===== src/rtl/cpg_pkg.sv =====
package cpg_pkg;

    localparam int unsigned CB_SRC  = 0;
    localparam int unsigned CB_EDGE = 1;
    localparam int unsigned CB_WLO  = 2;
    localparam int unsigned CB_WHI  = 3;
    localparam int unsigned CB_BYP  = 4;
    localparam int unsigned CB_FBP  = 5;
    localparam int unsigned CB_FOC  = 6;
    localparam int unsigned CB_OSRC = 7;

    localparam logic [7:0] CTRL_RESET = 8'h04;

    typedef enum logic {
        TMR_IDLE,
        TMR_RUN
    } tmr_state_e;

    typedef enum logic {
        POL_SEEK,
        POL_MEASURE
    } pol_state_e;

    function automatic longint unsigned width_ns(input logic [1:0] code);
        longint unsigned ns;
        unique case (code)
            2'd0: ns = 64'd333;
            2'd1: ns = 64'd667;
            2'd2: ns = 64'd1000;
            default: ns = 64'd1333;
        endcase
        return ns;
    endfunction

    function automatic int unsigned width_cycles(input longint unsigned hz,
                                                 input logic [1:0] code);
        longint unsigned c;
        c = (width_ns(code) * hz + 64'd500_000_000) / 64'd1_000_000_000;
        if (c == 0) c = 1;
        return int'(c);
    endfunction

endpackage


===== src/rtl/cpg_edge_sync.sv =====
module cpg_edge_sync #(
    parameter int unsigned STAGES = 2
) (
    input  logic clk,
    input  logic rst_n,
    input  logic pin_i,
    output logic level_o,
    output logic rise_o,
    output logic fall_o
);
    logic [STAGES-1:0] chain_q;
    logic              prev_q;

    generate
        if (STAGES == 1) begin : g_one
            always_ff @(posedge clk or negedge rst_n) begin
                if (!rst_n) chain_q <= '0;
                else        chain_q <= pin_i;
            end
        end else begin : g_many
            always_ff @(posedge clk or negedge rst_n) begin
                if (!rst_n) chain_q <= '0;
                else        chain_q <= {chain_q[STAGES-2:0], pin_i};
            end
        end
    endgenerate

    always_ff @(posedge clk or negedge rst_n) begin
        if (!rst_n) prev_q <= 1'b0;
        else        prev_q <= chain_q[STAGES-1];
    end

    always_comb begin
        level_o = chain_q[STAGES-1];
        rise_o  = level_o & ~prev_q;
        fall_o  = ~level_o & prev_q;
    end

    // An edge lasts exactly one cycle
    assert_rise_single_R2: assert property (@(posedge clk) disable iff (!rst_n)
        rise_o |=> !rise_o);
    assert_fall_single_R2: assert property (@(posedge clk) disable iff (!rst_n)
        fall_o |=> !fall_o);

endmodule


===== src/rtl/cpg_hs_polarity.sv =====
module cpg_hs_polarity
    import cpg_pkg::*;
#(
    parameter int unsigned MEAS_W = 16
) (
    input  logic clk,
    input  logic rst_n,
    input  logic level_i,
    input  logic rise_i,
    output logic neg_o
);
    pol_state_e        state_q, state_n;
    logic [MEAS_W-1:0] hi_q, lo_q;
    logic              neg_q;

    always_ff @(posedge clk or negedge rst_n) begin
        if (!rst_n) state_q <= POL_SEEK;
        else        state_q <= state_n;
    end

    always_comb begin
        state_n = state_q;
        unique case (state_q)
            POL_SEEK:    if (rise_i) state_n = POL_MEASURE;
            POL_MEASURE: state_n = POL_MEASURE;
        endcase
    end

    always_ff @(posedge clk or negedge rst_n) begin
        if (!rst_n) begin
            hi_q <= '0;
            lo_q <= '0;
        end else if (rise_i) begin
            hi_q <= MEAS_W'(1);
            lo_q <= '0;
        end else if (state_q == POL_MEASURE) begin
            if (level_i) begin
                if (hi_q != '1) hi_q <= hi_q + 1'b1;
            end else begin
                if (lo_q != '1) lo_q <= lo_q + 1'b1;
            end
        end
    end

    always_ff @(posedge clk or negedge rst_n) begin
        if (!rst_n)                               neg_q <= 1'b0;
        else if (rise_i && state_q == POL_MEASURE) neg_q <= (hi_q > lo_q);
    end

    assign neg_o = neg_q;

    // Positive until a full period has been measured
    assert_seek_positive_R4: assert property (@(posedge clk) disable iff (!rst_n)
        (state_q == POL_SEEK) |-> !neg_q);
    // Polarity only moves at the end of a measured period
    assert_pol_change_R4: assert property (@(posedge clk) disable iff (!rst_n)
        !$stable(neg_q) |-> $past(rise_i && state_q == POL_MEASURE));

endmodule


===== src/rtl/cpg_pulse_timer.sv =====
module cpg_pulse_timer
    import cpg_pkg::*;
#(
    parameter int unsigned CW = 8
) (
    input  logic          clk,
    input  logic          rst_n,
    input  logic          trig_i,
    input  logic [CW-1:0] width_i,
    output logic          active_o
);
    tmr_state_e    state_q, state_n;
    logic [CW-1:0] cnt_q, cnt_n;
    logic [CW-1:0] wid_q;

    always_ff @(posedge clk or negedge rst_n) begin
        if (!rst_n) begin
            state_q <= TMR_IDLE;
            cnt_q   <= '0;
        end else begin
            state_q <= state_n;
            cnt_q   <= cnt_n;
        end
    end

    always_ff @(posedge clk or negedge rst_n) begin
        if (!rst_n)      wid_q <= '0;
        else if (trig_i) wid_q <= width_i;
    end

    always_comb begin
        state_n = state_q;
        cnt_n   = cnt_q;
        unique case (state_q)
            TMR_IDLE: begin
                if (trig_i) begin
                    state_n = TMR_RUN;
                    cnt_n   = width_i - 1'b1;
                end
            end
            TMR_RUN: begin
                if (trig_i)           cnt_n   = width_i - 1'b1;
                else if (cnt_q == '0) state_n = TMR_IDLE;
                else                  cnt_n   = cnt_q - 1'b1;
            end
        endcase
    end

    always_comb active_o = (state_q == TMR_RUN);

    // Counter stays inside the latched width
    assert_cnt_bound_R1: assert property (@(posedge clk) disable iff (!rst_n)
        (state_q == TMR_RUN) |-> (cnt_q < wid_q));
    // Expiry ends the pulse
    assert_expire_R1: assert property (@(posedge clk) disable iff (!rst_n)
        (state_q == TMR_RUN && !trig_i && cnt_q == '0) |=> (state_q == TMR_IDLE));
    // Any trigger (re)loads the full width
    assert_reload_R9: assert property (@(posedge clk) disable iff (!rst_n)
        trig_i |=> (state_q == TMR_RUN && cnt_q == $past(width_i) - 1'b1));

endmodule


===== src/rtl/clamp_pulse_gen.sv =====
module clamp_pulse_gen
    import cpg_pkg::*;
#(
    parameter longint unsigned CLK_HZ = 150_000_000,
    parameter int unsigned     MEAS_W = 16
) (
    input  logic       clk,
    input  logic       rst_n,
    input  logic       hs_pin_i,
    input  logic       blk_pin_i,
    input  logic       blk_neg_i,
    input  logic [7:0] ctrl_i,
    output logic       bpcp_o,
    output logic       ocl_o
);
    localparam int unsigned W0 = width_cycles(CLK_HZ, 2'd0);
    localparam int unsigned W1 = width_cycles(CLK_HZ, 2'd1);
    localparam int unsigned W2 = width_cycles(CLK_HZ, 2'd2);
    localparam int unsigned W3 = width_cycles(CLK_HZ, 2'd3);
    localparam int unsigned CW = $clog2(W3 + 1);
    localparam int unsigned NT = 2;

    logic hs_lvl, hs_rise, hs_fall;
    logic blk_lvl, blk_rise, blk_fall;
    logic hs_neg;
    logic hs_lead, hs_trail, blk_lead;
    logic bpcp_trig;
    logic [CW-1:0] width_sel;
    logic [NT-1:0] trig_v, act_v;
    logic bpcp_int;

    cpg_edge_sync #(.STAGES(2)) u_hs_sync (
        .clk(clk), .rst_n(rst_n), .pin_i(hs_pin_i),
        .level_o(hs_lvl), .rise_o(hs_rise), .fall_o(hs_fall)
    );

    cpg_edge_sync #(.STAGES(2)) u_blk_sync (
        .clk(clk), .rst_n(rst_n), .pin_i(blk_pin_i),
        .level_o(blk_lvl), .rise_o(blk_rise), .fall_o(blk_fall)
    );

    cpg_hs_polarity #(.MEAS_W(MEAS_W)) u_pol (
        .clk(clk), .rst_n(rst_n), .level_i(hs_lvl), .rise_i(hs_rise),
        .neg_o(hs_neg)
    );

    always_comb begin
        hs_lead   = hs_neg ? hs_fall : hs_rise;
        hs_trail  = hs_neg ? hs_rise : hs_fall;
        blk_lead  = blk_neg_i ? blk_fall : blk_rise;
        if (ctrl_i[CB_SRC]) bpcp_trig = blk_lead;
        else                bpcp_trig = ctrl_i[CB_EDGE] ? hs_lead : hs_trail;
    end

    always_comb begin
        unique case (ctrl_i[CB_WHI:CB_WLO])
            2'd0:    width_sel = CW'(W0);
            2'd1:    width_sel = CW'(W1);
            2'd2:    width_sel = CW'(W2);
            default: width_sel = CW'(W3);
        endcase
    end

    assign trig_v[0] = bpcp_trig;
    assign trig_v[1] = blk_lead;

    generate
        for (genvar t = 0; t < NT; t++) begin : g_tmr
            cpg_pulse_timer #(.CW(CW)) u_tmr (
                .clk(clk), .rst_n(rst_n), .trig_i(trig_v[t]),
                .width_i(width_sel), .active_o(act_v[t])
            );
        end
    endgenerate

    always_comb begin
        bpcp_int = ctrl_i[CB_BYP] ? hs_lvl : act_v[0];
        bpcp_o   = bpcp_int | ctrl_i[CB_FBP];
        ocl_o    = ctrl_i[CB_FOC] | (ctrl_i[CB_OSRC] ? bpcp_o : act_v[1]);
    end

    // Timed sample pulse follows a blanking leading edge
    assert_ocl_start_R8: assert property (@(posedge clk) disable iff (!rst_n)
        (blk_lead && !ctrl_i[CB_OSRC]) |=> ocl_o);
    // Bypass tracks the synchronized pin
    assert_bypass_R6: assert property (@(posedge clk) disable iff (!rst_n)
        (ctrl_i[CB_BYP] && !ctrl_i[CB_FBP] && $rose(hs_lvl)) |-> bpcp_o);

endmodule


===== config.mk =====
export PLATFORM = sky130hd
export DESIGN_NAME = clamp_pulse_gen
export DESIGN_NICKNAME = d
export VERILOG_FILES = /design/src/rtl/cpg_pkg.sv /design/src/rtl/cpg_edge_sync.sv /design/src/rtl/cpg_hs_polarity.sv /design/src/rtl/cpg_pulse_timer.sv /design/src/rtl/clamp_pulse_gen.sv
export SDC_FILE = /design/constraint.sdc
export NUM_CORES = 1
export LEC_CHECK = 0
export BUFFER_PORTS_ARGS = -buffer_cell sky130_fd_sc_hd__buf_2
export CORE_MARGIN = 4
export CORE_UTILIZATION = 30
export DETAILED_ROUTE_END_ITERATION = 7
export PLACE_DENSITY = 0.54
export SLEW_MARGIN = 5
export SYNTH_ARGS = -nofsm -noshare
export SYNTH_HDL_FRONTEND = slang
export SYNTH_SLANG_ARGS = --single-unit

===== constraint.sdc =====
create_clock -name clk -period 4.8 [get_ports clk]
set_clock_uncertainty 0.15 [all_clocks]
set_input_delay 0.48 -clock clk [delete_from_list [all_inputs] [get_ports clk]]
set_output_delay 0.48 -clock clk [all_outputs]
set_load 0.02 [all_outputs]

==> results of run 1 <==
cell type report:
cell class                      instances  area (µm²)  area share, %
Sequential cell                        58        1450           34.8
Multi-Input combinational cell        290        2050           49.3
Clock buffer                            9         225           5.41
Tap cell                              147         184           4.42
Clock inverter                          7        70.1           1.68
Inverter                               27         104           2.49
Timing Repair Buffer                   15        77.6           1.86
state kept, by name, indices dropped and copies added (netlist names), 2 cells and up:
signal / cells
g_tmr.u_tmr.active_o: 2
g_tmr.u_tmr.cnt_q: 16
u_pol.lo_q: 16
u_blk_sync.chain_q: 2
u_hs_sync.chain_q: 2
u_pol.hi_q: 16
where the power goes:
group	total, µW	leakage (µW)	internal [µW]	switching (µW)
logic	418	0.000903	198	220
clock network	633	0.000145	400	233
registers	686	0.000734	582	104
Yosys cell counts (4+ instances only):
cell	count
dfrtp_1	58
ha_1	28
nor2_1	28
a21oi_1	27
inv_1	26
nand2_1	25
o21ai_0	17
xnor2_1	17
nand3_1	14
nor3_1	13
nor4_1	10
mux2i_1	9
nand4_1	9
or3_1	8
and3_1	7
clkbuf_1	7
nor2b_1	6
o31ai_1	5
xor2_1	5
nand2b_1	4
how the worst max path moves through the flow:
stage | startpoint | to | slack, ps | cells past startpoint
2_1_floorplan | g_tmr[1].u_tmr.cnt_q[3] | g_tmr[1].u_tmr.cnt_q[4] | 2750 | 6
3_5_place_dp | u_hs_sync.chain_q[1] | u_pol.hi_q[11] | 2130 | 5
6_report | u_hs_sync.chain_q[1] | u_pol.hi_q[11] | 2120 | 5
4_1_cts | u_hs_sync.chain_q[1] | u_pol.hi_q[11] | 2090 | 5
5_1_grt | u_hs_sync.chain_q[1] | u_pol.hi_q[11] | 1930 | 5
3_3_place_gp | u_hs_sync.chain_q[1] | u_pol.hi_q[11] | 2200 | 5
cells by family after synthesis:
| kind of cell | Yosys count |
|---|---|
| AO/OA/AOI/OAI | 81 |
| XOR/XNOR | 22 |
| adder cells (fa/ha/maj) | 28 |
| buffers and inverters | 37 |
| flip-flops | 58 |
| multiplexers | 10 |
| AND/OR/NAND/NOR | 149 |
critical path: stages, from the launching register on:
cell and delay [ps]:
dfrtp_1 460, nor2b_4 680, or3b_1 450, o311ai_4 190, or4_1 510, a21oi_1 160
per-layer routing:
| metal | vias up | global-route usage, % | wire, µm |
|---|---|---|---|
| met4 | 0 | 4.27 | 173 |
| li1 | 1442 | - | - |
| met3 | 19 | 3.11 | 254 |
| met5 | - | 0 | 0 |
| met1 | 1409 | 15.2 | 3700 |
| met2 | 45 | 19.7 | 3750 |
metrics by stage:
stage                     instances  worst slack, ps  cell area, µm²
after floorplan                 385             2750            3660
after global placement          537             2200            3870
after detailed placement        537             2130            3870
after CTS                       553             2090            4170
after global routing            553             1930            4170
final                           553             2120            4170
cell usage in the layout, fill, tap and decap left out, types with 7 or more instances in the layout:
cell,n
mux2i_1,9
xnor2_1,17
clkbuf_16,9
buf_2,14
nand2_1,25
a21oi_1,27
nand4_1,9
o21ai_0,17
nor3_1,13
ha_1,28
inv_1,26
nand3_1,14
or3_1,8
and3_1,7
dfrtp_1,58
nor4_1,10
nor2_1,28
==> impl_results.md, run 1 <==
* Unrepaired setup endpoints after global routing: no
* Post-DR wirelength/cell at 14.3 µm
* Top_reg_cell synth: dfrtp_1
* Final Slew Violations at 0
* Final hold vios at 0
* Final ANT Viol Nets at 0
* Largest family of logic cells by synthesized area: simple AND/OR/NAND/NOR gates
* Adder-Cell Fraction of Synth Area at 9.58%
* Clock Latency Late Sink at 330 ps
* Total gr overflow at 0
* TritonCTS clock tree: done
* Avg Cell Area, Syn at 9.50 µm²
* Critical path peak fanout at 31
* Largest area contributor in the netlist: dfrtp_1
* Tcrit/Tclk final at 55.7%
* Crit path launch type: register
* Router iterations before antenna repair at 4
* Die Ht at 118 µm
* Layout cell share with drive strength beyond 1 at 11.3%
* Post-Synth XOR/XNOR Area at 5.27%
* Max Clock Freq at 374 MHz
* Clk slew on worst S/H paths at 50 ps
* Peak VDD IR at 0.246 mV
* Drt total wl at 7.88 mm
* H-tree Lvls at 3
* N_diodes at 0
* HPWL Detailed at 5.61 mm
* Crit path DAT at 2780 ps
* Top cells by area, synth: dfrtp_1 40%, ha_1 9.6%, xnor2_1 4.1%
* Post-layout util at 34.8%
* Final min period at 2680 ps
* Final setup violating endpoints at 0
* Total number of vias at 2,915
* Overall power at 1740 µW
* Mux cell area share after synthesis at 2.77%
* Worst Hold Endpoint: u_blk_sync.chain_q[0]
* Slew headroom at 46.6%
* Worst setup path class: register to register
* Largest net degree at the start of global routing at 59
* Max Cap Viol at 0
* Post-synthesis simple-gate area fraction at 22.4%
* Vias/cell at 5.27
* Post-CTS setup buffer count at 0
* Clk sinks at 58
* Worst-margin pin slew at 794 ps
* Vias in the first global route at 2,975
* CTS Buf Count at 9
* Syn-to-layout area delta at 13.9%
* Synth Area in Compound Gates at 16.1%
* PwrDens at 417 nW/µm²
* Post-synth EDFFs at 0
* DRC errors left at 0
* Synth Register Bits at 58
* Async S/R FF share, synth at 100%
* Reg2reg path depth at 5
* Fillers at 1,218
* CTS root buf: clkbuf_16
* Syn Nets at 426
* Layout Nets at 442
* Hold Path Class: primary input to register
* Row count at 40
* Leakage power total at 0.00178 µW
* Final GP Congestion at 0.819
* Sequential share of the synthesized area at 39.7%
* R2R setup slack at 2120 ps
* Worst hold margin at 106 ps
* Initial DRC count at 155
* All-Layer GR Usage at 12.0%
* Critical Path Sink Type: register
* Die area at 14,000 µm²
* Worst hold start: blk_pin_i
* YS warnings at 0
* Initial core utilization at 30.6%
* Cell Area, Synth at 3660 µm²
* Critical Path RT at 4900 ps
* Worst hold stages at 1
* Port-buffer cells at 14
* Setup TNS at 0 ps
* Gate Count Post-Synth at 385
* Status: finished clean
* Distinct cells, synth at 62
* FF-to-FF End: u_pol.hi_q[11]
* Hold buffers post-CTS at 0
* First-pass GRT wire length at 14.0 mm
* I/O pins at 15
* R2r startpoint: u_hs_sync.chain_q[1]
* Die Wd at 118 µm
* Post-CTS sizing at 0
* Initial antenna violation count at 0
* CTS max path bufs at 2
* Yosys top cell area share at 39.7%
* Core area at 12,000 µm²
(Power assumes the default switching activity.)
==> run 2: changes to the inputs <==
--- a/config.mk
+++ b/config.mk
@@ -5,11 +5,12 @@
 export SDC_FILE = /design/constraint.sdc
 export NUM_CORES = 1
 export LEC_CHECK = 0
+export ABC_AREA = 1
 export BUFFER_PORTS_ARGS = -buffer_cell sky130_fd_sc_hd__buf_2
 export CORE_MARGIN = 4
 export CORE_UTILIZATION = 30
 export DETAILED_ROUTE_END_ITERATION = 7
-export PLACE_DENSITY = 0.54
+export PLACE_DENSITY = 0.55
 export SLEW_MARGIN = 5
 export SYNTH_ARGS = -nofsm -noshare
 export SYNTH_HDL_FRONTEND = slang
==> constraint.sdc (replaced) <==
create_clock -name clk -period 2.3 [get_ports clk]
set_clock_uncertainty 0.15 [all_clocks]
set_input_delay 0.23 -clock clk [delete_from_list [all_inputs] [get_ports clk]]
set_output_delay 0.23 -clock clk [all_outputs]
set_load 0.02 [all_outputs]
==> run 2 against run 1 <==
Compared with the run above:
- synthesized cell count increased by 47%
- cell count increased by 40%
- routed wire length increased by 17%
- critical endpoint is now u_pol.hi_q[3]
- highest routed layer unchanged
==> impl_results.md, run 2 <==
* CTS Buf Count at 9
* Most frequent cell after synthesis: nand2_1
* TritonCTS clock tree: done
* Fillers at 1,385
* Critical Path RT at 2350 ps
* Gate Count Post-Synth at 565
* Die area at 15,500 µm²
* Core area at 13,200 µm²
* Storage element area at 1450 µm²
* Cell Area, Synth at 4070 µm²
* Vias/cell at 4.58
* Post-layout util at 35.6%
* DRC errors left at 0
* Initial DRC count at 268
* Critical path's slowest cell: dfrtp_1
* Most frequent cells after synthesis: 163 x nand2_1, 67 x inv_1, 58 x dfrtp_1
* Avg Cell Area, Syn at 7.20 µm²
* Router iterations before antenna repair at 4
* Total number of vias at 3,537
* Top cells by area, synth: dfrtp_1 36%, nand2_1 15%, ha_1 8.6%
* Unrepaired setup endpoints after global routing: no
* Final setup violating endpoints at 0
* Async S/R FF share, synth at 100%
* Crit path launch type: register
* Post-synth EDFFs at 0
* Top_reg_cell synth: dfrtp_1
* Vias in the first global route at 3,399
* Clk slew on worst S/H paths at 50 ps
* Crit path DAT at 2040 ps
* H-tree Lvls at 3
* YS warnings at 0
* Sequential share of the synthesized area at 35.7%
* Worst setup path class: register to register
* CTS max path bufs at 2
* Initial antenna violation count at 0
* Row count at 42
* Die Ht at 124 µm
* Placed instance area at 4360 µm²
* CTS root buf: clkbuf_16
* Yosys top cell area share at 35.7%
* Fin area at 4720 µm²
* Max Cap Viol at 0
* Critical path peak fanout at 19
* Layout cell share with drive strength beyond 1 at 10.4%
* Leakage power total at 0.00222 µW
* Post-CTS sizing at 0
* Clk sinks at 58
* Hold Path Class: register to register
* Setup TNS at 0 ps
* Overall power at 3950 µW
* Synth Register Bits at 58
* Drt total wl at 9.22 mm
* Largest registers: g_tmr.u_tmr.cnt_q (16), u_pol.hi_q (16), u_pol.lo_q (16)
* All-Layer GR Usage at 12.4%
* Critical path's most frequent cell: nand2_1
* Max Clock Freq at 502 MHz
* Commonest non-fill, non-tap cell in the layout: nand2_1
* HPWL Detailed at 7.00 mm
* Port-buffer cells at 14
* Max incr delay on CP at 420 ps
* Initial core utilization at 30.7%
* Die Wd at 124 µm
* Final Slew Violations at 0
* Area of the multi-input gates at 2280 µm²
* Largest net degree at the start of global routing at 29
* Clock Latency Late Sink at 320 ps
* Final ANT Viol Nets at 0
* Tcrit/Tclk final at 86.6%
* N_diodes at 0
* Total gr overflow at 0
* Syn Nets at 606
* Slew headroom at 63.1%
* Layout Nets at 633
* Syn-to-layout area delta at 16.0%
* I/O pins at 15
* First-pass GRT wire length at 16.1 mm
* Worst hold margin at 195 ps
* Critical Path Sink Type: register
* PwrDens at 836 nW/µm²
* Worst-margin pin slew at 549 ps
* Final GP Congestion at 0.860
* Final hold vios at 0
* CP cell instances: ha_1 > nand2_1 > nor3_4 > nand4_1 > nand2_2 > inv_2 > nand2_1 > o21ai_0
* Peak VDD IR at 0.302 mV
* Distinct cells, synth at 34
* Commonest non-fill, non-tap cells in the layout: 163 x nand2_1, 67 x inv_1, 58 x dfrtp_1
* Largest area contributor in the netlist: dfrtp_1
* Post-DR wirelength/cell at 11.9 µm
* Status: finished clean
* Final min period at 1990 ps
## run 2: cell types whose count changed after synthesis, moves of 7 or more
cell     delta
a21oi_1    -16
and3_1      -7
inv_1      +41
mux2i_1     -9
nand2_1   +138
nand3_1    +38
nor2_1     +26
nor4_1     -10
o21ai_0    +24
o21ai_1     +7
or3_1       -8
xnor2_1    -12
## run 2: metrics by stage
| stage | std cells | worst slack [ps] |
|---|---|---|
| after floorplan | 565 | 533 |
| after global placement | 754 | 394 |
| after detailed placement | 754 | 323 |
| after CTS | 773 | 310 |
| after global routing | 773 | 55.9 |
| final | 773 | 308 |
## run 2: timing repair
item | in CTS | in global routing
buffers inserted | 0 | 0
hold buffers | 3 | 0
endpoints found under the hold margin | 22 | 0
## run 2: critical path: cells and delay by family, from the launching register on
| family | cells | cell delay, ps |
|---|---|---|
| simple gates | 5 | 900 |
| flops | 1 | 420 |
| fa+ha+maj | 1 | 200 |
| buf+inv | 1 | 140 |
| compound gates | 1 | 80 |
## run 2: layout make-up
class	count	share of cell area, %
multi-input cells	429	48.4
clock inverters	6	2.23
repair buffers	23	3.34
inverters	71	5.75
flip-flops and latches	58	30.8
well taps	176	4.67
clock buffers	10	4.85
## run 2: where the power goes
part           internal, µW  switching (µW)
clock                  1050             470
sequential             1210             184
combinational           401             627
total                  2670            1280
## run 2: layer usage
metal | up-vias | GRT usage, % | share of wire, %
met2 | 41 | 19.7 | 45
met1 | 1603 | 17.2 | 51
met5 | - | 0 | 0
met4 | 0 | 4.58 | 1.6
li1 | 1881 | - | -
met3 | 12 | 1.93 | 2.5
## run 2: cell families after synthesis
group,after synthesis,synth area share [%]
AND/OR/NAND/NOR,318,35.4
flip-flops,58,35.7
XOR/XNOR,16,3.44
AO/OA/AOI/OAI,67,8.70
adder cells (fa/ha/maj),28,8.61
buffers and inverters,78,8.15
## run 2: final timing paths
path / startpoint / endpoint / slack (ps) / depth (start not counted)
worst min register to register: u_hs_sync.chain_q[0] / u_hs_sync.chain_q[1] / 200 / 0
max in group asynchronous: rst_n / g_tmr[1].u_tmr.cnt_q[5] / 1180 / 3
min in group asynchronous: rst_n / u_blk_sync.chain_q[1] / 270 / 2
worst min-delay path: u_hs_sync.chain_q[0] / u_hs_sync.chain_q[1] / 200 / 0
worst max-delay path: u_pol.hi_q[1] / u_pol.hi_q[3] / 310 / 8
worst max register to register: u_pol.hi_q[1] / u_pol.hi_q[3] / 310 / 8
